**config.mk**
```make
export PLATFORM = sky130hd
export DESIGN_NAME = ckeng_top
export DESIGN_NICKNAME = d
export VERILOG_FILES = /design/src/rtl/ckeng_pkg.sv /design/src/rtl/ckeng_accum.sv /design/src/rtl/ckeng_walk.sv /design/src/rtl/ckeng_top.sv
export SDC_FILE = /design/constraint.sdc
export NUM_CORES = 1
export LEC_CHECK = 0
export BUFFER_PORTS_ARGS = -buffer_cell sky130_fd_sc_hd__buf_4
export CORE_ASPECT_RATIO = 0.8
export CORE_MARGIN = 4
export CORE_UTILIZATION = 45
export CTS_BUF_LIST = sky130_fd_sc_hd__clkbuf_4
export CTS_CLUSTER_SIZE = 8
export DETAILED_ROUTE_END_ITERATION = 7
export PLACE_DENSITY = 0.69
export SLEW_MARGIN = 30
export SYNTH_ARGS = -nofsm -noshare
export SYNTH_HDL_FRONTEND = slang
export SYNTH_HIERARCHICAL = 1
export SYNTH_SLANG_ARGS = --single-unit
```
**constraint.sdc**
```tcl
create_clock -name clk -period 5.6 [get_ports clk]
set_clock_uncertainty 0.1 [all_clocks]
set_input_delay 1.12 -clock clk [delete_from_list [all_inputs] [get_ports clk]]
set_output_delay 1.12 -clock clk [all_outputs]
set_load 0.01 [all_outputs]
```
**src/rtl/ckeng_pkg.sv**
```systemverilog
package ckeng_pkg;
  localparam int CK_W = 16;
  typedef logic [CK_W-1:0] ck_word_t;

  typedef enum logic [1:0] {
    ST_IDLE  = 2'd0,
    ST_READ  = 2'd1,
    ST_WRITE = 2'd2
  } ckeng_state_e;

  // wrapped running-total step
  function automatic ck_word_t csum_add(input ck_word_t acc, input ck_word_t word);
    return acc + word;
  endfunction

  // value that brings a partial total to the signature
  function automatic ck_word_t csum_fill(input ck_word_t sig, input ck_word_t part);
    return sig - part;
  endfunction
endpackage

```
**src/rtl/ckeng_accum.sv**
```systemverilog
module ckeng_accum
  import ckeng_pkg::*;
#(
  parameter ck_word_t SIGNATURE = 16'hBABA
) (
  input  logic     clk,
  input  logic     rst_n,
  input  logic     clr_i,
  input  logic     add_i,
  input  ck_word_t data_i,
  output logic     sum_ok_o,
  output ck_word_t fill_o
);
  ck_word_t acc_q;

  always_ff @(posedge clk or negedge rst_n) begin
    if (!rst_n)     acc_q <= '0;
    else if (clr_i) acc_q <= '0;
    else if (add_i) acc_q <= csum_add(acc_q, data_i);
  end

  // total including the word presented this cycle
  assign sum_ok_o = (csum_add(acc_q, data_i) == SIGNATURE);
  assign fill_o   = csum_fill(SIGNATURE, acc_q);

  AST_ACC_CLEARS: assert property (@(posedge clk) disable iff (!rst_n)
    clr_i |=> acc_q == '0) else $error("accumulator not cleared");
endmodule

```
**src/rtl/ckeng_walk.sv**
```systemverilog
module ckeng_walk
  import ckeng_pkg::*;
#(
  parameter int ADDR_W   = 8,
  parameter int CSUM_IDX = 63
) (
  input  logic              clk,
  input  logic              rst_n,
  input  logic              start_i,
  input  logic              mode_i,
  input  logic              rd_valid_i,
  input  logic              rd_err_i,
  input  logic              wr_ack_i,
  input  logic              wr_err_i,
  input  logic              sum_ok_i,
  output logic              rd_req_o,
  output logic [ADDR_W-1:0] rd_addr_o,
  output logic              wr_req_o,
  output logic              clr_o,
  output logic              add_o,
  output logic              busy_o,
  output logic              done_o,
  output logic              pass_o
);
  localparam logic [ADDR_W-1:0] CK_ADDR  = ADDR_W'(CSUM_IDX);
  localparam logic [ADDR_W-1:0] PRE_LAST = ADDR_W'((CSUM_IDX > 0) ? CSUM_IDX - 1 : 0);
  localparam logic              HAS_PRE  = (CSUM_IDX > 0);

  ckeng_state_e      st_q, st_d;
  logic [ADDR_W-1:0] idx_q, idx_d;
  logic              upd_q, upd_d;
  logic              done_q, done_d;
  logic              pass_q, pass_d;
  logic [ADDR_W-1:0] last_idx;

  // named events, shared by the next-state logic and the assertions
  logic evt_start, evt_rd_ok, evt_rd_bad, evt_last, evt_wr_ok, evt_wr_bad;
  assign last_idx   = upd_q ? PRE_LAST : CK_ADDR;
  assign evt_start  = (st_q == ST_IDLE)  && start_i;
  assign evt_rd_bad = (st_q == ST_READ)  && rd_err_i;
  assign evt_rd_ok  = (st_q == ST_READ)  && rd_valid_i && !rd_err_i;
  assign evt_last   = evt_rd_ok && (idx_q == last_idx);
  assign evt_wr_bad = (st_q == ST_WRITE) && wr_err_i;
  assign evt_wr_ok  = (st_q == ST_WRITE) && wr_ack_i && !wr_err_i;

  always_comb begin
    st_d   = st_q;
    idx_d  = idx_q;
    upd_d  = upd_q;
    pass_d = pass_q;
    done_d = 1'b0;
    if (evt_start) begin
      upd_d  = mode_i;
      idx_d  = '0;
      pass_d = 1'b0;
      st_d   = (mode_i && !HAS_PRE) ? ST_WRITE : ST_READ;
    end else if (evt_rd_bad || evt_wr_bad) begin
      st_d   = ST_IDLE;
      done_d = 1'b1;
      pass_d = 1'b0;
    end else if (evt_wr_ok) begin
      st_d   = ST_IDLE;
      done_d = 1'b1;
      pass_d = 1'b1;
    end else if (evt_last) begin
      if (upd_q) begin
        st_d = ST_WRITE;
      end else begin
        st_d   = ST_IDLE;
        done_d = 1'b1;
        pass_d = sum_ok_i;
      end
    end else if (evt_rd_ok) begin
      idx_d = idx_q + 1'b1;
    end
  end

  always_ff @(posedge clk or negedge rst_n) begin
    if (!rst_n) begin
      st_q   <= ST_IDLE;
      idx_q  <= '0;
      upd_q  <= 1'b0;
      done_q <= 1'b0;
      pass_q <= 1'b0;
    end else begin
      st_q   <= st_d;
      idx_q  <= idx_d;
      upd_q  <= upd_d;
      done_q <= done_d;
      pass_q <= pass_d;
    end
  end

  assign rd_req_o  = (st_q == ST_READ);
  assign rd_addr_o = idx_q;
  assign wr_req_o  = (st_q == ST_WRITE);
  assign clr_o     = evt_start;
  assign add_o     = evt_rd_ok;
  assign busy_o    = (st_q != ST_IDLE);
  assign done_o    = done_q;
  assign pass_o    = pass_q;

  AST_RD_BOUND: assert property (@(posedge clk) disable iff (!rst_n)
    rd_req_o |-> rd_addr_o <= CK_ADDR) else $error("read beyond checksum word");
  AST_REPAIR_SKIPS_CK: assert property (@(posedge clk) disable iff (!rst_n)
    (rd_req_o && upd_q) |-> rd_addr_o != CK_ADDR) else $error("repair read checksum word");
  AST_RD_HOLD: assert property (@(posedge clk) disable iff (!rst_n)
    (rd_req_o && !rd_valid_i && !rd_err_i) |=> rd_req_o && $stable(rd_addr_o)) else $error("read request dropped");
  AST_RD_STEP: assert property (@(posedge clk) disable iff (!rst_n)
    (evt_rd_ok && !evt_last) |=> rd_req_o && rd_addr_o == $past(rd_addr_o) + 1'b1) else $error("bad index step");
  AST_RD_ABORT: assert property (@(posedge clk) disable iff (!rst_n)
    (rd_req_o && rd_err_i) |=> done_o && !pass_o && !rd_req_o && !wr_req_o) else $error("read error not fatal");
  AST_WR_ABORT: assert property (@(posedge clk) disable iff (!rst_n)
    (wr_req_o && wr_err_i) |=> done_o && !pass_o) else $error("write error not fatal");
  AST_START_IGNORED: assert property (@(posedge clk) disable iff (!rst_n)
    (busy_o && start_i) |=> $stable(upd_q)) else $error("start taken while busy");
  AST_DONE_PULSE: assert property (@(posedge clk) disable iff (!rst_n)
    done_o |=> !done_o) else $error("done stretched");
endmodule

```
**src/rtl/ckeng_top.sv**
```systemverilog
module ckeng_top
  import ckeng_pkg::*;
#(
  parameter int       ADDR_W    = 8,
  parameter int       CSUM_IDX  = 63,
  parameter ck_word_t SIGNATURE = 16'hBABA
) (
  input  logic              clk,
  input  logic              rst_n,
  input  logic              op_start_i,
  input  logic              op_mode_i,
  output logic              rd_req_o,
  output logic [ADDR_W-1:0] rd_addr_o,
  input  logic              rd_valid_i,
  input  logic [15:0]       rd_data_i,
  input  logic              rd_err_i,
  output logic              wr_req_o,
  output logic [ADDR_W-1:0] wr_addr_o,
  output logic [15:0]       wr_data_o,
  input  logic              wr_ack_i,
  input  logic              wr_err_i,
  output logic              busy_o,
  output logic              op_done_o,
  output logic              op_pass_o
);
  localparam logic [ADDR_W-1:0] CK_ADDR = ADDR_W'(CSUM_IDX);

  logic     clr_w, add_w, sum_ok_w;
  ck_word_t fill_w;

  ckeng_walk #(.ADDR_W(ADDR_W), .CSUM_IDX(CSUM_IDX)) u_walk (
    .clk(clk), .rst_n(rst_n),
    .start_i(op_start_i), .mode_i(op_mode_i),
    .rd_valid_i(rd_valid_i), .rd_err_i(rd_err_i),
    .wr_ack_i(wr_ack_i), .wr_err_i(wr_err_i),
    .sum_ok_i(sum_ok_w),
    .rd_req_o(rd_req_o), .rd_addr_o(rd_addr_o),
    .wr_req_o(wr_req_o),
    .clr_o(clr_w), .add_o(add_w),
    .busy_o(busy_o), .done_o(op_done_o), .pass_o(op_pass_o)
  );

  ckeng_accum #(.SIGNATURE(SIGNATURE)) u_accum (
    .clk(clk), .rst_n(rst_n),
    .clr_i(clr_w), .add_i(add_w), .data_i(rd_data_i),
    .sum_ok_o(sum_ok_w), .fill_o(fill_w)
  );

  assign wr_addr_o = CK_ADDR;
  assign wr_data_o = fill_w;

  AST_WR_TARGET: assert property (@(posedge clk) disable iff (!rst_n)
    wr_req_o |-> wr_addr_o == CK_ADDR) else $error("write to wrong index");
  AST_WR_DATA_HOLD: assert property (@(posedge clk) disable iff (!rst_n)
    (wr_req_o && !wr_ack_i && !wr_err_i) |=> wr_req_o && $stable(wr_data_o)) else $error("write data moved");
  AST_NO_DUAL_REQ: assert property (@(posedge clk) disable iff (!rst_n)
    !(rd_req_o && wr_req_o)) else $error("read and write together");
endmodule

```
==> reports/summary.md, run 1 <==
The flow ran to the end, and the final reports show no timing, DRC or antenna violations. For the via count, the log shows 2142. The arrival time reported for the critical path endpoint is 4.21 ns, and the largest driver fanout on the critical path is 4. The critical path's most frequent cell was sky130_fd_sc_hd__nand4_1.

For this block, the routed nets add up to 5770 um of wire. Summed over all failing endpoints, the final setup total negative slack is 0 ns. After clock tree synthesis, the clock-pin slew on the worst setup and hold paths is 0.09 ns. The worst endpoint required time came out at 5.74 ns.

The layout cell share with drive strength beyond 1 came out at 0.222. After synthesis the cells add up to 2480 sq um. Synthesis produced 280 cells. The signal on the critical path passes through buf_4, ha_1, fa_1, a211oi_2, o211ai_1, a211oi_1, nand4_1, nor4_1, nand4_1, nor4_2, a21oi_1, a211o_1, mux2i_1. Hold violation count in the final report: 0.

The starting density of the core came out at 0.478. The run gives 0 as the number of max-slew violations in the final report. Across all hold checks on the routed design, the worst slack comes to 0.447 ns. In this run the number of H-tree levels came out at 2. The tools report the highest ir drop seen on vdd as 0.261 mV.

In this run the tool buffered the top-level ports with 52 buffer cells. The count of maximum capacitance violations is 0, and the clock sink count is 29. The clock passes through at most 2 buffers. The critical path is of the in -> reg type. The worst-case headroom to the max-slew limit was 0.530. The count of buffering cells on the critical path with inverters included was 1. The quantity of gates resized following cts is 0. The via-per-instance ratio is 5.48. The library cells used most frequently in the layout, excluding fill and tap cells, are 52 x sky130_fd_sc_hd__buf_4, 35 x sky130_fd_sc_hd__nor2_1, 29 x sky130_fd_sc_hd__dfrtp_1. The first detailed-routing pass ran for 6 iterations. The worst register-to-register path has a setup slack of 1.99 ns.

Startpoint class of the critical path: an input port. The final weighted congestion of routability-driven global placement is 0.852, and the number of distinct library cell variants in the gate-level netlist after synthesis is 55. The largest single stage delay on the critical path is 0.43 ns.

The combined flip-flop and latch cell area is 726 sq um. Buffers inserted during clock tree synthesis total 5. The tools report the via count of the first global-routing pass as 1988.

The slowest cell on the critical path was sky130_fd_sc_hd__fa_1. The share of the clock period used by the worst path was 0.728; the total area of multi-input combinational cells was 1630 sq um. The run gives 0 as the number of antenna violations at the first check in global routing. During I/O placement, the number of pins put on the boundary was 61. The tools report the hold path startpoint as u_walk/rd_addr_o[4]$_DFFE_PN0P_. The tools report the starting DRC count in detailed routing as 79. The leading cell type in the layout, fill and taps excluded is sky130_fd_sc_hd__buf_4.

The proportion of register bits with asynchronous set or reset after synthesis was 1.00; the total number of yosys warnings was 6. The post-synthesis area per instance was 8.85 sq um. In the synthesized netlist the dominant register cell turns out to be sky130_fd_sc_hd__dfrtp_1.

Counting flops with a built-in enable in the synthesized netlist gives 0. Setup repair after global routing left no endpoint under its margin. Remaining design rule violation count: 0. The worst hold path belongs to the class reg -> reg. The part of the Yosys area used for sequential elements is 0.293. The most critical setup path has its startpoint at rd_data_i[0]. Subtracting the final worst setup slack from the clock period gives 4.07 ns. The capturing element type of the critical path was a flop. The width of the chip is 91.0 um, and the half-perimeter wire length of the detailed placement result is 4460 um.

Entering global routing, the biggest net connects 30 pins. The post-cts hold buffer count is 0, and the die span in y is 74.4 um. In this run the static leakage power is 1.35 nW. The filler cells instantiated in the layout total 472. The number of synthesized register bits is 29.

The run gives 0 as the setup fix buffers added after clock tree synthesis. The number of antenna diodes in the final layout is 0. The logs give 6760 sq um for the die footprint and 245 MHz for the achievable frequency. After global routing the overflow that remains totals 0. Clock tree synthesis selected as its root buffer the cell sky130_fd_sc_hd__clkbuf_4. Origin of the critical flop-to-flop path: u_accum/acc_q[0]$_DFFE_PN0P_. Dividing total power by cell area gives a power density of 437 nW/um^2. For the placement row count, the log shows 23.

Clock latency on the worst-skew pair, taken at its later pin, is 0.31 ns. The wire length per cell after detailed routing was 14.8 um; the net count of the finished layout was 370. Among cell families on the critical path, the largest total delay comes from compound AO/OA/AOI/OAI gates. The tools report the total setup violations reported at the end of the flow as 0. The first global-routing pass estimated 9510 um of wire.

For the core outline area, the log shows 5180 sq um. The slew of the pin with the lowest slew margin is 0.688 ns. The tools report the aggregate global-route resource usage as 0.172.

TritonCTS built the clock tree. The area growth from synthesis to layout is 17.6%. The number of nets with antenna violations after detailed routing came out at 0.
[power breakdown]
part           total (mW)  leakage [nW]  internal, mW  switching [mW]
clock               0.114        0.0300        0.0453          0.0691
sequential          0.373         0.388         0.271           0.102
combinational       0.785         0.936         0.363           0.421
[area by class of cell]
type | count | area share
Clock buffer | 5 | 0.0129
Clock inverter | 3 | 0.00430
Inverter | 10 | 0.0133
Multi-Input combinational cell | 230 | 0.560
Sequential cell | 29 | 0.249
Tap cell | 62 | 0.0266
Timing Repair Buffer | 52 | 0.134
[per-layer routing]
layer | wire [um] | up-vias | track usage
li1 | - | 1094 | -
met1 | 2910 | 989 | 0.257
met2 | 2560 | 57 | 0.258
met3 | 291 | 2 | 0.0415
met4 | 9 | 0 | 0.0251
met5 | 0 | - | 0
[sequential cells by signal (all words and copies together) (netlist names)]
signal and cells:
u_accum/acc_q 16, u_walk/rd_addr_o 8, u_walk/st_q 2, u_walk/done_o 1, u_walk/pass_o 1, u_walk/upd_q 1
[Yosys cell counts (4+ instances only)]
| cell type | number | area, sq um |
|---|---|---|
| sky130_fd_sc_hd__nand4_1 | 5 | 31.3 |
| sky130_fd_sc_hd__nand3_1 | 6 | 30.0 |
| sky130_fd_sc_hd__buf_4 | 9 | 67.6 |
| sky130_fd_sc_hd__xnor2_1 | 12 | 105 |
| sky130_fd_sc_hd__o211ai_1 | 4 | 30.0 |
| sky130_fd_sc_hd__xor2_1 | 17 | 149 |
| sky130_fd_sc_hd__mux2i_1 | 14 | 140 |
| sky130_fd_sc_hd__clkbuf_1 | 6 | 22.5 |
| sky130_fd_sc_hd__inv_1 | 8 | 30.0 |
| sky130_fd_sc_hd__a21oi_1 | 18 | 90.1 |
| sky130_fd_sc_hd__o21ai_0 | 11 | 55.1 |
| sky130_fd_sc_hd__a211oi_1 | 10 | 75.1 |
| sky130_fd_sc_hd__nand2_1 | 23 | 86.3 |
| sky130_fd_sc_hd__ha_1 | 17 | 213 |
| sky130_fd_sc_hd__nor2_1 | 35 | 131 |
| sky130_fd_sc_hd__dfrtp_1 | 29 | 726 |
[cells by family after synthesis]
group,share of synthesized area
AOI/OAI and AO/OA,0.197
muxes,0.0657
and+or+nand+nor,0.186
adders and majority gates,0.0939
xor gates and xnor gates,0.103
other,0.00303
DFF,0.293
buffers and inverters,0.0581
[stage by stage]
stage	total power, mW	setup WS, ns	util	std cells	instance area [sq um]
floorplan	0.906	1.81	-	286	2500
global placement	1.15	1.39	0.553	383	2860
detailed placement	1.15	1.22	0.553	383	2860
CTS	1.27	1.54	0.562	391	2910
global route	1.38	1.25	0.562	391	2910
finish	1.27	1.53	0.562	391	2910
[worst register-to-register path, cell delays in order (launching register included)]
cell and delay, ns:
sky130_fd_sc_hd__dfrtp_1 0.44, sky130_fd_sc_hd__ha_1 0.25, sky130_fd_sc_hd__fa_1 0.43, sky130_fd_sc_hd__a211oi_2 0.31, sky130_fd_sc_hd__o211ai_1 0.21, sky130_fd_sc_hd__a211oi_1 0.35, sky130_fd_sc_hd__nand4_1 0.13, sky130_fd_sc_hd__nor4_1 0.38
sky130_fd_sc_hd__nand4_1 0.16, sky130_fd_sc_hd__nor4_2 0.31, sky130_fd_sc_hd__a21oi_1 0.11, sky130_fd_sc_hd__a211o_1 0.23, sky130_fd_sc_hd__mux2i_1 0.14
[path summary, 6_finish.rpt]
check / endpoint / cells after the start
setup / recovery: u_walk/pass_o$_DFFE_PN0P_ / 13
hold / removal: u_walk/rd_addr_o[4]$_DFFE_PN0P_ / 1
setup reg to reg: u_walk/pass_o$_DFFE_PN0P_ / 12
hold reg to reg: u_walk/rd_addr_o[4]$_DFFE_PN0P_ / 1
max in group asynchronous: u_accum/acc_q[2]$_DFFE_PN0P_ / 1
min in group asynchronous: u_walk/st_q[0]$_DFFE_PN0P_ / 1
Note: power is estimated with default switching activity, not from simulation.
==> inputs of run 2 (changes only) <==
==> constraint.sdc (replaced) <==
create_clock -name clk -period 4 [get_ports clk]
set_clock_uncertainty 0.1 [all_clocks]
set_input_delay 0.8 -clock clk [delete_from_list [all_inputs] [get_ports clk]]
set_output_delay 0.8 -clock clk [all_outputs]
set_load 0.01 [all_outputs]
==> run 2 against run 1 <==
Against the previous run: wire length rose by 0.69%; non-clock buffer count did not move; register-to-register slack got worse by 1.7 ns; power rose by 41%; first-iteration DRC count rose by 28%; hold slack got worse by 0.16 ns; setup slack got worse by 1.3 ns; clock power rose by 50%; combinational power rose by 40%.
==> reports/summary.md, run 2 (synthesis results as in run 1) <==
Among cell families on the critical path, the largest total delay comes from compound AO/OA/AOI/OAI gates. The remaining design rule violation count is 0 (unchanged). Leaving out fill and tap cells, the most frequent cells in the layout are 52 x sky130_fd_sc_hd__buf_4, 35 x sky130_fd_sc_hd__nor2_1, 29 x sky130_fd_sc_hd__dfrtp_1.

Flip-flop count of the largest register after layout: 16 (unchanged). STA classifies the critical path startpoint as an input port. The slowest cell on the critical path is sky130_fd_sc_hd__fa_1. The number of antenna violations at the first check in global routing is 0 (unchanged). The starting density of the core is 0.478 (unchanged), and the wire length per cell after detailed routing is 14.9 um (+0.69%).

The layout cell share with drive strength beyond 1 is 0.228 (+0.00608). For the net count of the finished layout, the log shows 370 (unchanged). The leading cell type in the layout, fill and taps excluded was sky130_fd_sc_hd__buf_4.

The path type of the worst setup path was in -> reg. The starting DRC count in detailed routing is 101 (+28%), and the total setup violations reported at the end of the flow is 0 (unchanged). The worst endpoint required time is 4.14 ns (-1.60 ns), and the die footprint is 6760 sq um (unchanged). The core outline area is 5180 sq um (unchanged). The most flop-heavy register is u_accum/acc_q. The die span in y works out to 74.4 um (unchanged). The total power divided by cell area works out to 615 nW/um^2 (+41%).

The quantity of gates resized following cts was 0 (unchanged). The via count of the first global-routing pass was 1944 (-2.2%); the final weighted congestion of routability-driven global placement was 0.852 (about the same). The minimum setup slack after placement was -0.0862 ns (-1.31 ns); the first-pass iteration count of the detailed router was 4 (-2). The overall power of the completed layout is 1.79 mW (+41%), and the clock transition at the register clock pins on the worst setup and hold paths after CTS is 0.09 ns (about the same).

The signal on the critical path passes through buf_4, ha_1, fa_1, a211oi_2, o211ai_1, a211oi_1, nand4_1, nor4_1, nand4_1, nor4_2, a21oi_1, a211o_1, mux2i_1. The growth of design area from synthesis to finish came out at 17.8%. Setup repair after global routing left no endpoint under its margin.

For the finished layout, the period the worst path requires is 3.80 ns. By instance count, the cell type seen most on the critical path is sky130_fd_sc_hd__nand4_1. TritonCTS built the clock tree. The count of buffering cells on the critical path with inverters included is 1 (unchanged), and the aggregate global-route resource usage is 0.174 (+0.00165). The count of input and output buffers came out at 52 (unchanged).

The slew of the pin with the lowest slew margin was 0.761 ns (+0.0735 ns); the number of H-tree levels was 2 (unchanged). The width of the chip was 91.0 um (unchanged). The tightest min-delay check is of the in -> async type. The insertion delay of the later-clocked pin in the worst-skew pair came out at 0.31 ns (about the same). The largest registers in the layout are u_accum/acc_q x16, u_walk/rd_addr_o x8, u_walk/st_q x2.

The clock sink count is 29 (unchanged). The largest driver fanout on the critical path was 4 (unchanged). The smallest setup slack after layout came out at 0.204 ns (-1.32 ns). The maximum cell stage delay along the critical path is 0.43 ns (about the same).

The half-perimeter wire length of the detailed placement result was 4520 um (+1.3%). The run gives 0 (unchanged) as the total inserted antenna cells. The logs give 0.368 mV (+41%) for the highest ir drop seen on vdd and 263 MHz for the achievable frequency. The placement row count is 23 (unchanged). The run gives 0 (unchanged) as the hold violation count in the final report. The run gives 2 (unchanged) as the maximum count of clock buffers along a single path. The CTS root buffer was sky130_fd_sc_hd__clkbuf_4. The first-pass GRT wire length was 9590 um (+0.87%).

The via count is 2159 (+0.79%), and the worst-case headroom to the max-slew limit is 0.479 (-0.0503). The routed wire length came out at 5810 um (+0.69%). The capturing element type of the critical path was a flop. For the total grt overflow, the log shows 0 (unchanged). The tools report the number of nets with antenna violations after detailed routing as 0 (unchanged).

The number of max-slew violations in the final report is 0 (unchanged). Setup fix buffers added after clock tree synthesis: 0 (unchanged). The via-per-instance ratio was 5.52 (+0.79%); the share of the clock period used by the worst path was 0.949. The tools report the arrival time reported for the critical path endpoint as 3.94 ns (-0.27 ns). The I/O pin count was 61 (unchanged); the leakage power of the design was 1.36 nW (+0.40%). The tools report the post-cts hold buffer count as 0 (unchanged). The run finished with clean final reports. The instance count after placement with tap cells included came out at 383 (unchanged). Total CTS buffers: 5 (unchanged).

For the count of maximum capacitance violations, the log shows 0 (unchanged). For the final standard cell count with taps included and fillers excluded, the log shows 391 (unchanged). The largest net degree at the start of global routing is 30 (unchanged).
## run 2: cell count changes in the layout (fill, tap and decap cells not counted)
cell / before / now
sky130_fd_sc_hd__clkinv_1: 3 / 1
sky130_fd_sc_hd__clkbuf_4: 5 / 6
sky130_fd_sc_hd__clkinv_2: 2 / 3
## run 2: power breakdown
group	internal, mW	switching (mW)	total [mW]	leakage [nW]
combinational	0.509	0.594	1.10	0.936
clock	0.0736	0.0973	0.171	0.0354
sequential	0.379	0.141	0.520	0.388
total	0.962	0.832	1.79	1.36
## run 2: final timing paths
kind,cells past startpoint,end,slack [ns],start
hold / removal,1,u_walk/st_q[0]$_DFFE_PN0P_,0.29,rst_n
setup reg to reg,12,u_walk/pass_o$_DFFE_PN0P_,0.34,u_accum/acc_q[0]$_DFFE_PN0P_
max in group asynchronous,1,u_accum/acc_q[8]$_DFFE_PN0P_,3.23,rst_n
setup / recovery,13,u_walk/pass_o$_DFFE_PN0P_,0.20,rd_data_i[0]
min in group clk,1,u_walk/rd_addr_o[4]$_DFFE_PN0P_,0.45,u_walk/rd_addr_o[4]$_DFFE_PN0P_
hold reg to reg,1,u_walk/rd_addr_o[4]$_DFFE_PN0P_,0.45,u_walk/rd_addr_o[4]$_DFFE_PN0P_
## run 2: stage by stage
stage	hold WS [ns]	utilization	TNS, ns	instance area [sq um]
floorplan	0.404	-	0	2500
global placement	0.429	0.553	0	2860
detailed placement	0.442	0.553	-0.0862	2860
CTS	0.296	0.563	0	2920
global route	0.291	0.563	0	2920
finish	0.288	0.563	0	2920
## run 2: per-layer routing
layer	part of all wire	routed length [um]	GRT usage	vias up
met5	0	0	0	-
met4	0.0015	9	0.0251	0
met3	0.049	287	0.0445	2
met2	0.44	2570	0.254	48
met1	0.51	2950	0.262	1015
li1	-	-	-	1094
## run 2: final cells by class
type                            count  area, sq um
Fill cell                         483         2260
Multi-Input combinational cell    230         1630
Sequential cell                    29          726
Timing Repair Buffer               52          390
Tap cell                           62         77.6
Clock buffer                        6         45.0
Inverter                           10         38.8
Clock inverter                      2         10.0
==> inputs of run 3 (changes only) <==
--- a/config.mk
+++ b/config.mk
@@ -12,7 +12,7 @@
 export CTS_BUF_LIST = sky130_fd_sc_hd__clkbuf_4
 export CTS_CLUSTER_SIZE = 8
 export DETAILED_ROUTE_END_ITERATION = 7
-export PLACE_DENSITY = 0.69
+export PLACE_DENSITY = 0.7
 export SLEW_MARGIN = 30
 export SYNTH_ARGS = -nofsm -noshare
 export SYNTH_HDL_FRONTEND = slang
==> run 3 against run 2 <==
Against the previous run: via count is 0.83% higher; final area hardly changed; sequential power barely moved; hold slack improved by 0.0014 ns; power about the same; non-clock buffer count grew 1; critical path type unchanged; first-iteration DRC count up 45%; fmax increased by 5.5%.
==> reports/summary.md, run 3 (synthesis results as in run 1) <==
Wire length per cell after detailed routing: 14.9 um (about the same). The total power divided by cell area came out at 614 nW/um^2 (about the same). The layout cell share with drive strength beyond 1 is 0.225 (-0.00304), and the maximum cell stage delay along the critical path is 0.44 ns (about the same).

Leaving out fill and tap cells, the most frequent cell in the layout is sky130_fd_sc_hd__buf_4. The run gives 23 (unchanged) as the placement row count. The run gives 278 MHz (+5.5%) as the achievable frequency.

The post-cts hold buffer count is 0 (unchanged), and the share of the clock period used by the worst path is 0.899 (-0.0498). The path type of the worst setup path is in -> reg. The die span in y is 74.4 um (unchanged).

TritonCTS built the clock tree. The critical path goes through buf_4, ha_1, fa_1, a211oi_2, o211ai_1, a211oi_1, nand4_1, nor4_1, nand4_1, nor4_2, a21oi_1, a211o_1, mux2i_1. The clock sink count is 29 (unchanged). For the hold violation count in the final report, the log shows 0 (unchanged). The count of maximum capacitance violations came out at 0 (unchanged). The quantity of gates resized following cts came out at 0 (unchanged). The fill cell total of the finished layout is 480 (-0.62%), and the I/O pin count is 61 (unchanged). The tools report the total grt overflow as 0 (unchanged). The largest net degree at the start of global routing was 30 (unchanged); the post-layout minimum cycle time was 3.60 ns (-0.199 ns). For the remaining design rule violation count, the log shows 0 (unchanged). The tools report the die footprint as 6760 sq um (unchanged). The class of the most critical hold timing path was in -> async.

The setup fix buffers added after clock tree synthesis is 0 (unchanged). The tree is rooted in a sky130_fd_sc_hd__clkbuf_4. For the first-pass GRT wire length, the log shows 9830 um (+2.5%). The run gives 2 (unchanged) as the number of H-tree levels.

Most flop-heavy register: u_accum/acc_q. The worst-case headroom to the max-slew limit is 0.571 (+0.0917). The via count of the first global-routing pass came out at 2085 (+7.3%). Total inserted antenna cells: 0 (unchanged). For the utilization of the core after routing, the log shows 0.564 (about the same). The run gives 3.74 ns (-0.20 ns) as the arrival time reported for the critical path endpoint. The flip-flop count of the largest register after layout was 16 (unchanged). The final weighted congestion of routability-driven global placement is 0.875 (+2.7%). The maximum count of clock buffers along a single path is 2 (unchanged), and the growth of design area from synthesis to finish is 17.8% (about the same). Overall power of the completed layout: 1.79 mW (about the same). The logs give 0.362 mV (-1.4%) for the highest ir drop seen on vdd and 0.177 (+0.00392) for the aggregate global-route resource usage. The critical path's most frequent cell was sky130_fd_sc_hd__nand4_1. The worst endpoint required time was 4.14 ns (about the same); the insertion delay of the later-clocked pin in the worst-skew pair was 0.31 ns (about the same).

The slew of the pin with the lowest slew margin is 0.640 ns (-0.122 ns). Capturing element type of the critical path: a flop. Setup repair after global routing left no endpoint under its margin.

The via count came out at 2177 (+0.83%). The final sum of negative setup slack came out at 0 ns (unchanged). In the final layout, the registers with the most flip-flops are u_accum/acc_q x16, u_walk/rd_addr_o x8, u_walk/st_q x2. The starting DRC count in detailed routing came out at 146 (+45%). The width of the chip works out to 91.0 um (unchanged). The largest driver fanout on the critical path is 4 (unchanged). The clock transition at the register clock pins on the worst setup and hold paths after CTS came out at 0.09 ns (about the same).

The tools report the placement-stage cell area as 2870 sq um (+0.26%). The logs give 0 (unchanged) for the number of antenna violations at the first check in global routing and 4 (unchanged) for the first-pass iteration count of the detailed router. The count of input and output buffers came out at 52 (unchanged). The total CTS buffers is 5 (unchanged), and the net count of the finished layout is 371 (+0.27%). STA classifies the critical path startpoint as an input port. The top cell types in the final layout, fill and taps aside, are 53 x sky130_fd_sc_hd__buf_4, 35 x sky130_fd_sc_hd__nor2_1, 29 x sky130_fd_sc_hd__dfrtp_1. The logs give 2920 sq um (about the same) for the design area and 0 (unchanged) for the number of nets with antenna violations after detailed routing. For the half-perimeter wire length of the detailed placement result, the log shows 4540 um (+0.65%). For the number of max-slew violations in the final report, the log shows 0 (unchanged).

The leakage power of the design was 1.36 nW (-0.14%). The tools report the routed wire length as 5820 um (about the same). The slowest stage of the critical path belongs to the cell sky130_fd_sc_hd__fa_1.

The core outline area is 5180 sq um (unchanged). The flow ran to the end, and the final reports show no timing, DRC or antenna violations. The tools report the total setup violations reported at the end of the flow as 0 (unchanged). The starting density of the core was 0.478 (unchanged); the via-per-instance ratio was 5.57 (+0.83%).
## run 3: worst paths after layout
kind | start | end | slack (ns) | cells after the start
worst min register to register | u_walk/pass_o$_DFFE_PN0P_ | u_walk/pass_o$_DFFE_PN0P_ | 0.45 | 2
worst max-delay path | rd_data_i[0] | u_walk/pass_o$_DFFE_PN0P_ | 0.40 | 13
min in group clk | u_walk/pass_o$_DFFE_PN0P_ | u_walk/pass_o$_DFFE_PN0P_ | 0.45 | 2
worst min-delay path | rst_n | u_walk/st_q[0]$_DFFE_PN0P_ | 0.29 | 1
worst max register to register | u_accum/acc_q[0]$_DFFE_PN0P_ | u_walk/pass_o$_DFFE_PN0P_ | 0.55 | 12
max in group asynchronous | rst_n | u_accum/acc_q[1]$_DFFE_PN0P_ | 3.23 | 1
## run 3: metrics by stage
step	cells	hold slack [ns]	setup WS, ns
3_5_place_dp	384	0.438	0.0670
3_3_place_gp	384	0.433	0.173
4_1_cts	391	0.296	0.391
5_1_grt	391	0.289	0.0643
2_1_floorplan	286	0.404	0.531
6_report	391	0.290	0.403
## run 3: report_power, final
group / switching (mW) / internal (mW) / leakage (nW)
Clock: 0.0923 / 0.0705 / 0.0292
Sequential: 0.142 / 0.379 / 0.388
Combinational: 0.592 / 0.517 / 0.940
Total: 0.826 / 0.967 / 1.36
## run 3: area by class of cell
cell class	instances	area, sq um	area share
Timing Repair Buffer	53	398	0.136
Multi-Input combinational cell	230	1630	0.559
Sequential cell	29	726	0.249
Clock buffer	6	45.0	0.0154
Tap cell	62	77.6	0.0266
Inverter	10	38.8	0.0133
Clock inverter	1	3.75	0.00129
## run 3: layer usage
layer / wire length [um] / up-vias / global-route usage
met3: 318 / 4 / 0.0415
met4: 27 / 0 / 0.0301
li1: - / 1096 / -
met2: 2670 / 55 / 0.279
met5: 0 / - / 0
met1: 2810 / 1022 / 0.255
## run 3: worst max-delay path: cells and delay by family
family / cells / cell delay, ns
compound gates: 5 / 1.13
simple gates: 4 / 0.93
fa+ha+maj: 2 / 0.66
mux: 1 / 0.12
buf+inv: 1 / 0.11
